[src/rtl/plca_pkg.sv]
package plca_pkg;
   typedef enum logic [1:0] {
      CS_ZERO  = 2'b00,
      CS_MID   = 2'b01,
      CS_FULL  = 2'b10,
      CS_FULL2 = 2'b11
   } clr_sel_e;
endpackage

[src/rtl/plca_sync.sv]
module plca_sync #(
   parameter int STAGES = 2
) (
   input  logic clk,
   input  logic rst_n,
   input  logic pin_n,
   output logic lvl_low,
   output logic fall
);
   localparam int LAST = STAGES;

   generate
      if (STAGES < 2) begin : g_bad
         $error("plca_sync: STAGES must be at least 2");
      end
   endgenerate

   // chain[STAGES-1] is the synchronized level, chain[STAGES] its previous value
   logic [LAST:0] chain;

   always_ff @(posedge clk or negedge rst_n) begin
      if (!rst_n) chain <= '1;
      else        chain <= {chain[LAST-1:0], pin_n};
   end

   assign lvl_low = ~chain[LAST-1];
   assign fall    = chain[LAST] & ~chain[LAST-1];

   AST_FALL_SINGLE: assert property (@(posedge clk) disable iff (!rst_n)
      fall |=> !fall);
endmodule

[src/rtl/plca_load_gen.sv]
module plca_load_gen #(
   parameter int NCH = 4
) (
   input  logic           clk,
   input  logic           rst_n,
   input  logic           ld_fall,
   input  logic           ld_low,
   input  logic           frame_done,
   input  logic           block,
   input  logic           por_busy,
   input  logic [NCH-1:0] upd_mask,
   output logic [NCH-1:0] load_stb
);
   logic trig;

   assign trig = (ld_fall | (ld_low & frame_done)) & ~block & ~por_busy;

   generate
      for (genvar i = 0; i < NCH; i++) begin : g_ch
         always_ff @(posedge clk or negedge rst_n) begin
            if (!rst_n) load_stb[i] <= 1'b0;
            else        load_stb[i] <= trig & ~upd_mask[i];
         end
      end
   endgenerate

   AST_MASK_RESPECTED: assert property (@(posedge clk) disable iff (!rst_n)
      (|load_stb) |-> ((load_stb & $past(upd_mask)) == '0));
   AST_BLOCK_HOLDS: assert property (@(posedge clk) disable iff (!rst_n)
      block |=> (load_stb == '0));
endmodule

[src/rtl/plca_clear_ctl.sv]
module plca_clear_ctl #(
   parameter int DW = 16
) (
   input  logic          clk,
   input  logic          rst_n,
   input  logic          clr_fall,
   input  logic          clr_low,
   input  logic          por_busy,
   input  logic          frame_done,
   input  logic [1:0]    clr_sel,
   output logic          clear_stb,
   output logic          frame_abort,
   output logic [DW-1:0] clr_value,
   output logic          clear_hold
);
   import plca_pkg::*;

   localparam logic [DW-1:0] VAL_MID = {1'b1, {(DW-1){1'b0}}};

   generate
      if (DW < 2) begin : g_bad
         $error("plca_clear_ctl: DW must be at least 2");
      end
   endgenerate

   logic          accept;
   logic [DW-1:0] code_val;

   assign accept = clr_fall & ~por_busy;

   always_comb begin
      case (clr_sel_e'(clr_sel))
         CS_ZERO: code_val = '0;
         CS_MID:  code_val = VAL_MID;
         default: code_val = '1;
      endcase
   end

   always_ff @(posedge clk or negedge rst_n) begin
      if (!rst_n) begin
         clear_stb   <= 1'b0;
         frame_abort <= 1'b0;
         clr_value   <= '0;
         clear_hold  <= 1'b0;
      end else begin
         clear_stb   <= accept;
         frame_abort <= accept;
         if (accept) begin
            clr_value  <= code_val;
            clear_hold <= 1'b1;
         end else if (clear_hold && frame_done && !clr_low) begin
            clear_hold <= 1'b0;
         end
      end
   end

   AST_HOLD_SET: assert property (@(posedge clk) disable iff (!rst_n)
      accept |=> clear_hold);
   AST_HOLD_KEEP: assert property (@(posedge clk) disable iff (!rst_n)
      (clear_hold && clr_low) |=> clear_hold);
   AST_CLR_PULSE: assert property (@(posedge clk) disable iff (!rst_n)
      clear_stb |=> !clear_stb);
endmodule

[src/rtl/pin_load_clear_arb.sv]
module pin_load_clear_arb #(
   parameter int NCH         = 4,
   parameter int DW          = 16,
   parameter int SYNC_STAGES = 2
) (
   input  logic           clk,
   input  logic           rst_n,
   input  logic           ld_pin_n,
   input  logic           clr_pin_n,
   input  logic [NCH-1:0] upd_mask,
   input  logic [1:0]     clr_sel,
   input  logic           por_busy,
   input  logic           frame_done,
   output logic [NCH-1:0] load_stb,
   output logic           clear_stb,
   output logic [DW-1:0]  clr_value,
   output logic           frame_abort,
   output logic           clear_hold
);
   generate
      if (NCH < 1) begin : g_bad
         $error("pin_load_clear_arb: NCH must be at least 1");
      end
   endgenerate

   logic ld_low, ld_fall, clr_low, clr_fall, ld_block;

   plca_sync #(.STAGES(SYNC_STAGES)) u_ld_sync (
      .clk(clk), .rst_n(rst_n), .pin_n(ld_pin_n),
      .lvl_low(ld_low), .fall(ld_fall));

   plca_sync #(.STAGES(SYNC_STAGES)) u_clr_sync (
      .clk(clk), .rst_n(rst_n), .pin_n(clr_pin_n),
      .lvl_low(clr_low), .fall(clr_fall));

   plca_clear_ctl #(.DW(DW)) u_clear (
      .clk(clk), .rst_n(rst_n), .clr_fall(clr_fall), .clr_low(clr_low),
      .por_busy(por_busy), .frame_done(frame_done), .clr_sel(clr_sel),
      .clear_stb(clear_stb), .frame_abort(frame_abort),
      .clr_value(clr_value), .clear_hold(clear_hold));

   // clear priority: a low clear pin or an active hold refuses any load
   assign ld_block = clr_low | clear_hold;

   plca_load_gen #(.NCH(NCH)) u_load (
      .clk(clk), .rst_n(rst_n), .ld_fall(ld_fall), .ld_low(ld_low),
      .frame_done(frame_done), .block(ld_block), .por_busy(por_busy),
      .upd_mask(upd_mask), .load_stb(load_stb));

   AST_CLEAR_WINS: assert property (@(posedge clk) disable iff (!rst_n)
      clear_stb |-> (load_stb == '0));
   AST_POR_QUIET: assert property (@(posedge clk) disable iff (!rst_n)
      por_busy |=> (!clear_stb && !frame_abort && load_stb == '0));
   AST_ABORT_WITH_CLEAR: assert property (@(posedge clk) disable iff (!rst_n)
      frame_abort |-> clear_hold);
endmodule

[config.mk]
export PLATFORM = sky130hd
export DESIGN_NAME = pin_load_clear_arb
export DESIGN_NICKNAME = d
export VERILOG_FILES = /design/src/rtl/plca_pkg.sv /design/src/rtl/plca_sync.sv /design/src/rtl/plca_load_gen.sv /design/src/rtl/plca_clear_ctl.sv /design/src/rtl/pin_load_clear_arb.sv
export SDC_FILE = /design/constraint.sdc
export NUM_CORES = 1
export LEC_CHECK = 0
export CAP_MARGIN = 20
export CORE_UTILIZATION = 30
export CTS_BUF_LIST = sky130_fd_sc_hd__clkbuf_4
export DETAILED_ROUTE_END_ITERATION = 8
export DONT_BUFFER_PORTS = 1
export PLACE_DENSITY = 0.47
export SLEW_MARGIN = 20
export SYNTH_ARGS = -nofsm -noshare
export SYNTH_HDL_FRONTEND = slang
export SYNTH_SLANG_ARGS = --single-unit
[constraint.sdc]
create_clock -name clk -period 2.4 [get_ports clk]
set_clock_uncertainty 0.05 [all_clocks]
set_input_delay 0.24 -clock clk [delete_from_list [all_inputs] [get_ports clk]]
set_output_delay 0.24 -clock clk [all_outputs]
set_load 0.1 [all_outputs]
==> flow_metrics.env <==
export IMPL_status="completed"
export IMPL_synthTopCellsByCount="buf_4, dfrtp_1, dfstp_2"
export IMPL_numCtsBuffers=3
export IMPL_synth_top_area_cell="dfrtp_1"
export IMPL_area_growth_synth_to_final_pct=24.0
export IMPL_synth_most_common_cell="buf_4"
export IMPL_antenna_found_initial=0
export IMPL_final_hold_viol_count=0
export IMPL_peakVddDrop_uv=908
export IMPL_p_leak_nw=0.294
export IMPL_swShare=0.570
export IMPL_fp_dieArea_sq_mm=0.00204
export IMPL_grt_pass1_wl_microns=1260
export IMPL_ys_types=11
export IMPL_start_util=0.323
export IMPL_clock_sinks=14
export IMPL_setup_viol=0
export IMPL_totalNegativeSetupSlack_ns=0
export IMPL_rsz0062_at_grt="no"
export IMPL_coreArea_sq_mm=0.00173
export IMPL_fmax_mhz=570
export IMPL_p_sw_mw=0.532
export IMPL_ctsResizeCount=0
export IMPL_pin_count=35
export IMPL_seq_area_frac_synth=0.641
export IMPL_drive_above_1_share=0.455
export IMPL_clk_latency_ns=0.27
export IMPL_crit_slowest_cell="dfrtp_4"
export IMPL_drv_cap=0
export IMPL_synth_top_cell_area_share=0.359
export IMPL_worst_slack_ns=0.646
export IMPL_h_tree_depth=1
export IMPL_crit_fanout=5
export IMPL_synth_enable_flop_cells=0
export IMPL_slew_headroom=0.377
export IMPL_cellInternalPower_mw=0.402
export IMPL_p_total_mw=0.934
export IMPL_cpPeakStageDelay_ns=0.69
export IMPL_period_needed_ns=1.75
export IMPL_final_area_sq_um=692
export IMPL_worstPathArrival_ns=1.46
export IMPL_routed_wl_microns=847
export IMPL_crit_buf_inv=1
export IMPL_worstPathCellList="buf_16"
export IMPL_fin_crit_sh=0.731
export IMPL_dp_cells=56
export IMPL_ant_nets=0
export IMPL_cts_tree="yes"
export IMPL_root_buffer="clkbuf_4"
export IMPL_synth_nets=53
export IMPL_synthFlopType="dfrtp_1"
export IMPL_finalMaxSlewViolations=0
export IMPL_wire_per_inst_microns=12.3
export IMPL_critPathRequiredTime_ns=2.11
export IMPL_track_usage=0.0953
export IMPL_powerDensity_mw_per_mm2=1350
export IMPL_worst_slew_pin_transition_ns=0.937
export IMPL_overflow=0
export IMPL_holdBufCountCts=9
export IMPL_clockBufferDepth=2
export IMPL_grt_start_max_net_pins=15
export IMPL_pre_cts_ws_ns=0.943
export IMPL_hp_class="input pin to flip-flop"
export IMPL_rows=15
export IMPL_instances_no_fill=69
export IMPL_ys_top_cells_by_area="dfrtp_1, dfstp_2, buf_4"
export IMPL_power_frac_clock=0.155
export IMPL_ys_ff_latch=14
export IMPL_port_buffers=0
export IMPL_placed_area_sq_um=572
export IMPL_num_vias=274
export IMPL_drt_first_pass_iters=3
export IMPL_routed_via_density=3.97
export IMPL_grt_pass1_vias=294
export IMPL_path_delay_family="flip-flops"
export IMPL_final_nets=57
export IMPL_start_kind="flip-flop"
export IMPL_initialDrtViolationCount=5
export IMPL_gp_congestion=0.625
export IMPL_path_class="flip-flop to primary output"
export IMPL_die_x_microns=45.1
export IMPL_postCtsSetupRepairBufs=0
export IMPL_num_antenna_cells=0
export IMPL_end_kind="primary output"
export IMPL_comb_power_share=0.504
export IMPL_syn_area_sq_um=558
export IMPL_avgSynthCellArea_sq_um=13.6
export IMPL_drc=0
export IMPL_pwr_share_seq=0.341
export IMPL_die_height_microns=45.1
export IMPL_num_fill_cells=180
export IMPL_clkTransAtPathRegs_ns=0.08
export IMPL_yosysWarnings=0
export IMPL_synth_cells=41
export IMPL_async_flop_share=1.00
-- worst paths after layout --
kind	endpoint	slack, ns	from	depth (start not counted)
worst max register to register	u_load.load_stb[0]$_DFF_PN0_	1.01	u_clr_sync.chain[1]$_DFF_PN1_	2
max in group asynchronous	u_clear.clr_value[14]$_DFFE_PN0P_	1.51	rst_n	1
worst min-delay path	u_clear.clr_value[14]$_DFFE_PN0P_	0.07	clr_sel[1]	1
min in group asynchronous	u_clear.clr_value[15]$_DFFE_PN0P_	0.36	rst_n	1
worst min register to register	u_clr_sync.chain[1]$_DFF_PN1_	0.31	u_clr_sync.chain[0]$_DFF_PN1_	0
worst max-delay path	clr_value[5]	0.65	u_clear.clr_value[14]$_DFFE_PN0P_	1
-- flip-flops by register name, indices dropped and copies added, names as in the netlist --
name / flops
u_clear.clear_stb: 1
u_load.load_stb: 4
u_clear.clear_hold: 1
u_clear.clr_value: 2
u_clr_sync.chain: 3
u_ld_sync.chain: 3
-- power by group through the flow --
stage | combinational (mW) | sequential (mW) | clock [mW]
floorplan | 0.426 | 0.346 | 0
global placement | 0.456 | 0.322 | 0
detailed placement | 0.456 | 0.323 | 0
CTS | 0.473 | 0.319 | 0.151
global route | 0.481 | 0.321 | 0.162
finish | 0.471 | 0.318 | 0.145
-- cell usage in the layout (no fill, tap or decap), types with 2 or more instances in the layout --
| cell type | Yosys | layout |
|---|---|---|
| buf_16 | 0 | 2 |
| buf_4 | 15 | 2 |
| clkbuf_4 | 0 | 4 |
| dfrtp_1 | 8 | 6 |
| dfstp_2 | 6 | 6 |
| dlygate4sd3_1 | 0 | 9 |
| nor2_1 | 2 | 2 |
| nor3_1 | 4 | 4 |
-- per-stage QoR --
stage	hold WS, ns	util
CTS	0.0548	0.401
detailed placement	-0.105	0.331
finish	0.0664	0.401
floorplan	-0.106	-
global placement	-0.105	0.331
global route	0.0454	0.401
-- area by class of cell --
cell class              count  area, sq um  area share
clock buffers               4         30.0      0.0434
inverters                   1         3.75     0.00542
multi-input cells          11         83.8       0.121
flip-flops and latches     14          363       0.524
well taps                  25         31.3      0.0452
repair buffers             14          180       0.260
-- layer usage --
metal  routed length, microns  vias to the layer above  share of wire  track usage
met1                      337                      132           0.40       0.0946
li1                         -                      125              -            -
met5                        0                        -              0            0
met3                       95                        2           0.11       0.0440
met4                       10                        0          0.012       0.0909
met2                      403                       15           0.48        0.145
-- cells by family (layout without fill, tap and decap cells) --
kind of cell / Yosys count / in the layout / share of synthesized area
buffers and inverters: 16 / 19 / 0.209
DFF: 14 / 14 / 0.641
and+or+nand+nor: 8 / 8 / 0.0964
muxes: 2 / 2 / 0.0381
AOI/OAI and AO/OA: 1 / 1 / 0.0157
No activity file was read; power rests on OpenSTA's default activity.
